File: config.mk
export PLATFORM = sky130hd
export DESIGN_NAME = pwb_top
export DESIGN_NICKNAME = d
export VERILOG_FILES = /design/src/rtl/pwb_pkg.sv /design/src/rtl/pwb_addr_ctr.sv /design/src/rtl/pwb_page_store.sv /design/src/rtl/pwb_commit_seq.sv /design/src/rtl/pwb_top.sv
export SDC_FILE = /design/constraint.sdc
export NUM_CORES = 1
export LEC_CHECK = 0
export BUFFER_PORTS_ARGS = -buffer_cell sky130_fd_sc_hd__buf_4
export CORE_MARGIN = 2
export CORE_UTILIZATION = 42
export CTS_BUF_LIST = sky130_fd_sc_hd__clkbuf_16
export DETAILED_ROUTE_END_ITERATION = 12
export SYNTH_ARGS = -nofsm -noshare
export SYNTH_HDL_FRONTEND = slang
export SYNTH_HIERARCHICAL = 1
export SYNTH_SLANG_ARGS = --single-unit
File: constraint.sdc
create_clock -name clk -period 2.78 [get_ports clk]
set_input_delay 0.417 -clock clk [delete_from_list [all_inputs] [get_ports clk]]
set_output_delay 0.417 -clock clk [all_outputs]
set_load 0.01 [all_outputs]
File: src/rtl/pwb_pkg.sv
package pwb_pkg;

    typedef enum logic [1:0] {
        PW_IDLE   = 2'd0,
        PW_FILL   = 2'd1,
        PW_COMMIT = 2'd2
    } pw_state_e;

    typedef struct packed {
        logic abort;
        logic start;
        logic stop;
        logic push;
    } pw_cmd_t;

    // resolve coincident strobes: abort, then start, then stop, then data
    function automatic pw_cmd_t pw_pick(input logic ab, input logic st,
                                        input logic sp, input logic pu);
        pw_cmd_t c;
        c.abort = ab;
        c.start = !ab && st;
        c.stop  = !ab && !st && sp;
        c.push  = !ab && !st && !sp && pu;
        return c;
    endfunction

endpackage

File: src/rtl/pwb_addr_ctr.sv
module pwb_addr_ctr #(
    parameter int ADDR_W = 13,
    parameter int OFF_W  = 5
) (
    input  logic              clk,
    input  logic              rst,
    input  logic              load,
    input  logic [ADDR_W-1:0] load_addr,
    input  logic              bump,
    output logic [ADDR_W-1:0] addr
);
    logic [ADDR_W-1:0] addr_q;

    always_ff @(posedge clk) begin
        if (rst) begin
            addr_q <= '0;
        end else if (load) begin
            addr_q <= load_addr;
        end else if (bump) begin
            // only the in-page bits move; the page bits are held
            addr_q[OFF_W-1:0] <= addr_q[OFF_W-1:0] + OFF_W'(1);
        end
    end

    assign addr = addr_q;
endmodule

File: src/rtl/pwb_page_store.sv
module pwb_page_store #(
    parameter int PAGE_BYTES = 32,
    parameter int DATA_W     = 8,
    parameter int OFF_W      = 5
) (
    input  logic              clk,
    input  logic              rst,
    input  logic              clear,
    input  logic              wr_en,
    input  logic [OFF_W-1:0]  wr_off,
    input  logic [DATA_W-1:0] wr_data,
    input  logic [OFF_W-1:0]  rd_off,
    output logic [DATA_W-1:0] rd_data,
    output logic              rd_vld,
    output logic              any_vld
);
    logic [PAGE_BYTES-1:0] vld_q;
    logic [DATA_W-1:0]     data_q [PAGE_BYTES];

    for (genvar g = 0; g < PAGE_BYTES; g++) begin : g_slot
        logic hit;
        assign hit = wr_en && (wr_off == OFF_W'(g));

        always_ff @(posedge clk) begin
            if (rst || clear) begin
                vld_q[g] <= 1'b0;
            end else if (hit) begin
                vld_q[g] <= 1'b1;
            end
        end

        always_ff @(posedge clk) begin
            if (rst) begin
                data_q[g] <= '0;
            end else if (hit) begin
                data_q[g] <= wr_data;
            end
        end
    end

    assign rd_data = data_q[rd_off];
    assign rd_vld  = vld_q[rd_off];
    assign any_vld = |vld_q;
endmodule

File: src/rtl/pwb_commit_seq.sv
module pwb_commit_seq #(
    parameter int PAGE_BYTES   = 32,
    parameter int OFF_W        = 5,
    parameter int WRITE_CYCLES = 200
) (
    input  logic             clk,
    input  logic             rst,
    input  logic             go,
    output logic             busy,
    output logic             scan_on,
    output logic [OFF_W-1:0] scan_off,
    output logic             done
);
    localparam int TMR_W = $clog2(WRITE_CYCLES + 1);
    localparam logic [TMR_W-1:0] TMR_LAST = TMR_W'(WRITE_CYCLES - 1);

    logic             busy_q;
    logic [TMR_W-1:0] tmr_q;

    always_ff @(posedge clk) begin
        if (rst) begin
            busy_q <= 1'b0;
            tmr_q  <= '0;
        end else if (busy_q) begin
            if (tmr_q == TMR_LAST) begin
                busy_q <= 1'b0;
                tmr_q  <= '0;
            end else begin
                tmr_q <= tmr_q + TMR_W'(1);
            end
        end else if (go) begin
            busy_q <= 1'b1;
            tmr_q  <= '0;
        end
    end

    assign busy     = busy_q;
    assign done     = busy_q && (tmr_q == TMR_LAST);
    assign scan_on  = busy_q && (32'(tmr_q) < PAGE_BYTES);
    assign scan_off = tmr_q[OFF_W-1:0];
endmodule

File: src/rtl/pwb_top.sv
module pwb_top
    import pwb_pkg::*;
#(
    parameter int ADDR_W       = 13,
    parameter int DATA_W       = 8,
    parameter int PAGE_BYTES   = 32,
    parameter int WRITE_CYCLES = 200
) (
    input  logic              clk,
    input  logic              rst,
    input  logic              wr_start,
    input  logic [ADDR_W-1:0] wr_start_addr,
    input  logic              byte_vld,
    input  logic [DATA_W-1:0] byte_dat,
    input  logic              stop_req,
    input  logic              abort_req,
    output logic              mem_we,
    output logic [ADDR_W-1:0] mem_addr,
    output logic [DATA_W-1:0] mem_wdata,
    output logic              busy,
    output logic [ADDR_W-1:0] ptr_addr
);
    localparam int OFF_W = $clog2(PAGE_BYTES);

    pw_state_e state_q, state_d;
    pw_cmd_t   cmd;

    logic             filling, start_ok, push_ok, commit_go, commit_done;
    logic             buf_clear, any_vld, rd_vld, scan_on;
    logic [OFF_W-1:0] scan_off;
    logic [DATA_W-1:0] rd_data;

    assign cmd      = pw_pick(abort_req, wr_start, stop_req, byte_vld);
    assign filling  = (state_q == PW_FILL);
    assign start_ok = cmd.start && (state_q != PW_COMMIT);
    assign push_ok  = filling && cmd.push;
    assign commit_go = filling && cmd.stop && any_vld;
    assign buf_clear = start_ok || (filling && (cmd.abort || cmd.stop && !any_vld))
                       || commit_done;

    always_comb begin
        state_d = state_q;
        unique case (state_q)
            PW_IDLE:   if (cmd.start) state_d = PW_FILL;
            PW_FILL: begin
                if (cmd.abort)      state_d = PW_IDLE;
                else if (cmd.start) state_d = PW_FILL;
                else if (cmd.stop)  state_d = any_vld ? PW_COMMIT : PW_IDLE;
            end
            PW_COMMIT: if (commit_done) state_d = PW_IDLE;
            default:   state_d = PW_IDLE;
        endcase
    end

    always_ff @(posedge clk) begin
        if (rst) state_q <= PW_IDLE;
        else     state_q <= state_d;
    end

    pwb_addr_ctr #(.ADDR_W(ADDR_W), .OFF_W(OFF_W)) u_ctr (
        .clk       (clk),
        .rst       (rst),
        .load      (start_ok),
        .load_addr (wr_start_addr),
        .bump      (push_ok),
        .addr      (ptr_addr)
    );

    pwb_page_store #(.PAGE_BYTES(PAGE_BYTES), .DATA_W(DATA_W), .OFF_W(OFF_W)) u_store (
        .clk     (clk),
        .rst     (rst),
        .clear   (buf_clear),
        .wr_en   (push_ok),
        .wr_off  (ptr_addr[OFF_W-1:0]),
        .wr_data (byte_dat),
        .rd_off  (scan_off),
        .rd_data (rd_data),
        .rd_vld  (rd_vld),
        .any_vld (any_vld)
    );

    pwb_commit_seq #(.PAGE_BYTES(PAGE_BYTES), .OFF_W(OFF_W),
                     .WRITE_CYCLES(WRITE_CYCLES)) u_seq (
        .clk      (clk),
        .rst      (rst),
        .go       (commit_go),
        .busy     (busy),
        .scan_on  (scan_on),
        .scan_off (scan_off),
        .done     (commit_done)
    );

    assign mem_we    = scan_on && rd_vld;
    assign mem_addr  = {ptr_addr[ADDR_W-1:OFF_W], scan_off};
    assign mem_wdata = rd_data;
endmodule

==> run summary <==
The initial utilization of the core area, before any placement, comes to 42.4%. The number of nets in the synthesized netlist is 1039. The logs give 17000 sq um for the cell area after layout and 9 for the total of endpoints with negative setup slack in the final report. During I/O placement, the number of pins put on the boundary was 63. Count of final max-slew check failures: 0.

The ratio of final minimum period to clock period was 114%; the final count of hold timing violations was 0. At the end of the flow the core is filled with cells to 49.5%. The flip-flop cell with the highest count after synthesis was edfxtp_1. The tools report the cell area after synthesis as 14600 sq um. The max-capacitance violation count was 0; the slew at the pin closest to its max-slew limit was 0.749 ns. Counting instances in the post-synthesis netlist gives the leading cell types as and2_1, edfxtp_1, mux4_2.

In the final layout, the share of cells above drive strength 1 is 29.6%. STA classifies the critical path startpoint as a flip-flop. VDD sags by at most 299 uV.

Row generation in the floorplan step produced 68 rows. In this run, the number of DRC markers left after iteration 0 of detailed routing was 626. The worst pin sits at a relative slew slack of 50.0%. In the final layout, flip-flops and latches occupy 8820 sq um.

Power consumption: 10.0 mW. After technology mapping, the gate count stands at 1009. The floorplan step defined a die boundary enclosing 36100 sq um. The root buffer cell chosen for the clock tree is clkbuf_16. The via count of the first global-routing pass was 8800; the number of nets in the final layout was 1119. From left edge to right edge, the die measures 190 um.

Counting every sink on the clock net gives 312. OpenSTA, run right after detailed placement, puts the worst setup slack at 0.112 ns. The placed standard-cell area was 15700 sq um; the number of enable-type register cells in the synthesized netlist was 256.

The share of async-settable or async-resettable flops after synthesis was 0%. The logs give 3 for the maximum clock insertion buffer count and 49 for the count of unique library cells instantiated by Yosys. For this run, the number of Yosys warnings is 6. The share of synthesized area in the top cell type comes to 52.8%. For the finished layout, the period the worst path requires is 3.17 ns. After clock tree synthesis, the flow added hold-fix buffers numbering 0. The largest fanout on the critical path was 16.

The post-route worst setup slack was -0.394 ns; the routed via count divided by cell count was 5.39. Data arrival time at the worst-slack endpoint: 2.76 ns. TritonCTS built the clock tree.

The kind of capture point of the worst setup path is an output port. Dividing the detail-routed wire length by the instance count gives 23.2 um. Setup total negative slack on the finished layout was measured at -3.24 ns. Counting tap cells, the placed design contains a total of 1499 instances. Counting flops and latches in the post-synthesis netlist gives 312. The largest net degree at the start of global routing was 81; the fmax was 315 MHz. The worst setup path is of the flip-flop to output port kind. The worst setup skew after layout was 0.0140 ns. Ranked by total cell area, the synthesized netlist is headed by edfxtp_1, mux4_2, and2_1, dfxtp_1, o21a_1.

The clock reaches the later pin of the worst-skew pair after 0.52 ns. The H-tree generated during clock tree synthesis spans 2 levels. The tightest min-delay check is of the input port to flip-flop type.

At the end of routability-driven placement, the weighted congestion stood at 0.771. In this run the standard cell core region covers 34300 sq um. After synthesis, the mean cell area works out to 14.4 sq um. Summed over all layers, the routed wires come to 36.5 mm.

In the routed design, unresolved DRC markers number 0. From bottom edge to top edge, the die measures 190 um. The analysis attributes to cell leakage a power of 6.21 nW.

The routed layout has 8468 vias. The checks that failed: negative setup slack. 0 antenna diodes ended up in the layout. The aggregate global routing overflow is 0.

The total power density per cell area came out at 591 nW/um^2. The first detailed-routing pass ran for 4 iterations. The HPWL after detailed placement is 23.6 mm. The most frequently used cell type in the post-synthesis netlist is and2_1. The initial antenna violation count is 1, and the worst hold slack after final layout is 0.0924 ns. The first global-routing pass estimated 55.5 mm of wire. The clock-pin transition on the worst setup and hold timing paths works out to 0.06 ns. The run finished, with violations left. The run gives 60.5% as the share of the yosys chip area belonging to registers. The finished layout holds 1572 standard cells, fillers aside.

Setup repair after global routing could not meet its margin everywhere. The area growth from synthesis to layout is 16.6%. In this run the remaining antenna-violating nets after routing total 0. For the overall routing resource usage, the log shows 20.8%. Buffers inserted during clock tree synthesis total 36. STA puts the critical path data required time at 2.36 ns. The area of combinational cells with multiple inputs is 5310 sq um, and the number of port buffers is 62. The total of fill cells in the finished design came out at 2932. The cell type contributing the most total cell area after synthesis is edfxtp_1.
## repair_timing
item | 4_1_cts | 5_1_grt
resized for setup | 14 | 6
cloned | 2 | 1
endpoints found under the hold margin | 0 | 0
buffers inserted | 2 | 2
setup endpoints to repair | 9 | 9
## kinds of logic after synthesis
kind of cell               share of synthesized area [%]
AOI/OAI and AO/OA                                   2.83
xor gates and xnor gates                           0.301
adders and majority gates                          0.258
buffers and inverters                               3.18
DFF                                                 60.5
muxes                                               15.4
and+or+nand+nor                                     17.5
## sequential cells by signal (all words and copies together) (netlist names)
register	cells
u_store/data_q	256
u_seq/busy	1
u_ctr/addr	13
u_store/vld_q	32
u_seq/tmr_q	8
state_q	2
## per-layer routing
layer / GRT usage, % / up-vias / wire [um]
li1: - / 3877 / -
met1: 27.3 / 4366 / 15500
met2: 37.0 / 185 / 19000
met3: 2.53 / 40 / 1390
met4: 4.71 / 0 / 650
met5: 0 / - / 0
## power by group
group	total, mW	switching (mW)	leakage, nW	internal, mW
Combinational	0.432	0.277	2.54	0.155
Clock	4.37	1.86	0.571	2.52
Sequential	5.23	0.0515	3.10	5.17
## cell usage in the layout (no fill, tap or decap), drive strengths merged, types with 2 or more instances in the layout
cell	Yosys	layout
o211ai	3	3
clkinv	0	19
a21oi	7	7
nor2	46	46
and2	257	257
dfxtp	56	56
o21ai	6	6
nand3	3	3
ha	3	3
clkbuf	54	38
nand4	6	6
xnor2	3	3
mux2i	10	10
mux4	90	90
or2	35	35
nor4	9	9
nor3b	2	2
nand2	13	13
o21a	35	35
xor2	2	2
buf	34	129
inv	7	16
nand4bb	4	4
nor3	37	37
nand4b	3	3
edfxtp	256	256
mux2	10	10
nand2b	4	4
## cell type report
cell class / count / area share [%]
sequential: 312 / 52.0
multi-input combinational: 602 / 31.3
timing repair buffer: 130 / 6.80
clock buffer: 37 / 5.46
tap: 455 / 3.36
clock inverter: 29 / 0.966
inverter: 7 / 0.155
## path summary, 6_finish.rpt
path / slack (ns) / cells after the start / startpoint / end
max reg2reg: 0.33 / 7 / state_q[1] / u_store/data_q[0][3]
max: -0.39 / 5 / u_seq/tmr_q[1] / mem_wdata[0]
min reg2reg: 0.50 / 1 / u_store/vld_q[3] / u_store/vld_q[3]
min: 0.09 / 2 / abort_req / state_q[0]
## critical path, cell delays in order, from the launching register on
cell and delay, ns:
dfxtp_4 0.43, buf_12 0.21, mux4_2 0.61, mux4_2 0.53, mux2_4 0.31, buf_6 0.12
(Power assumes the default switching activity.)
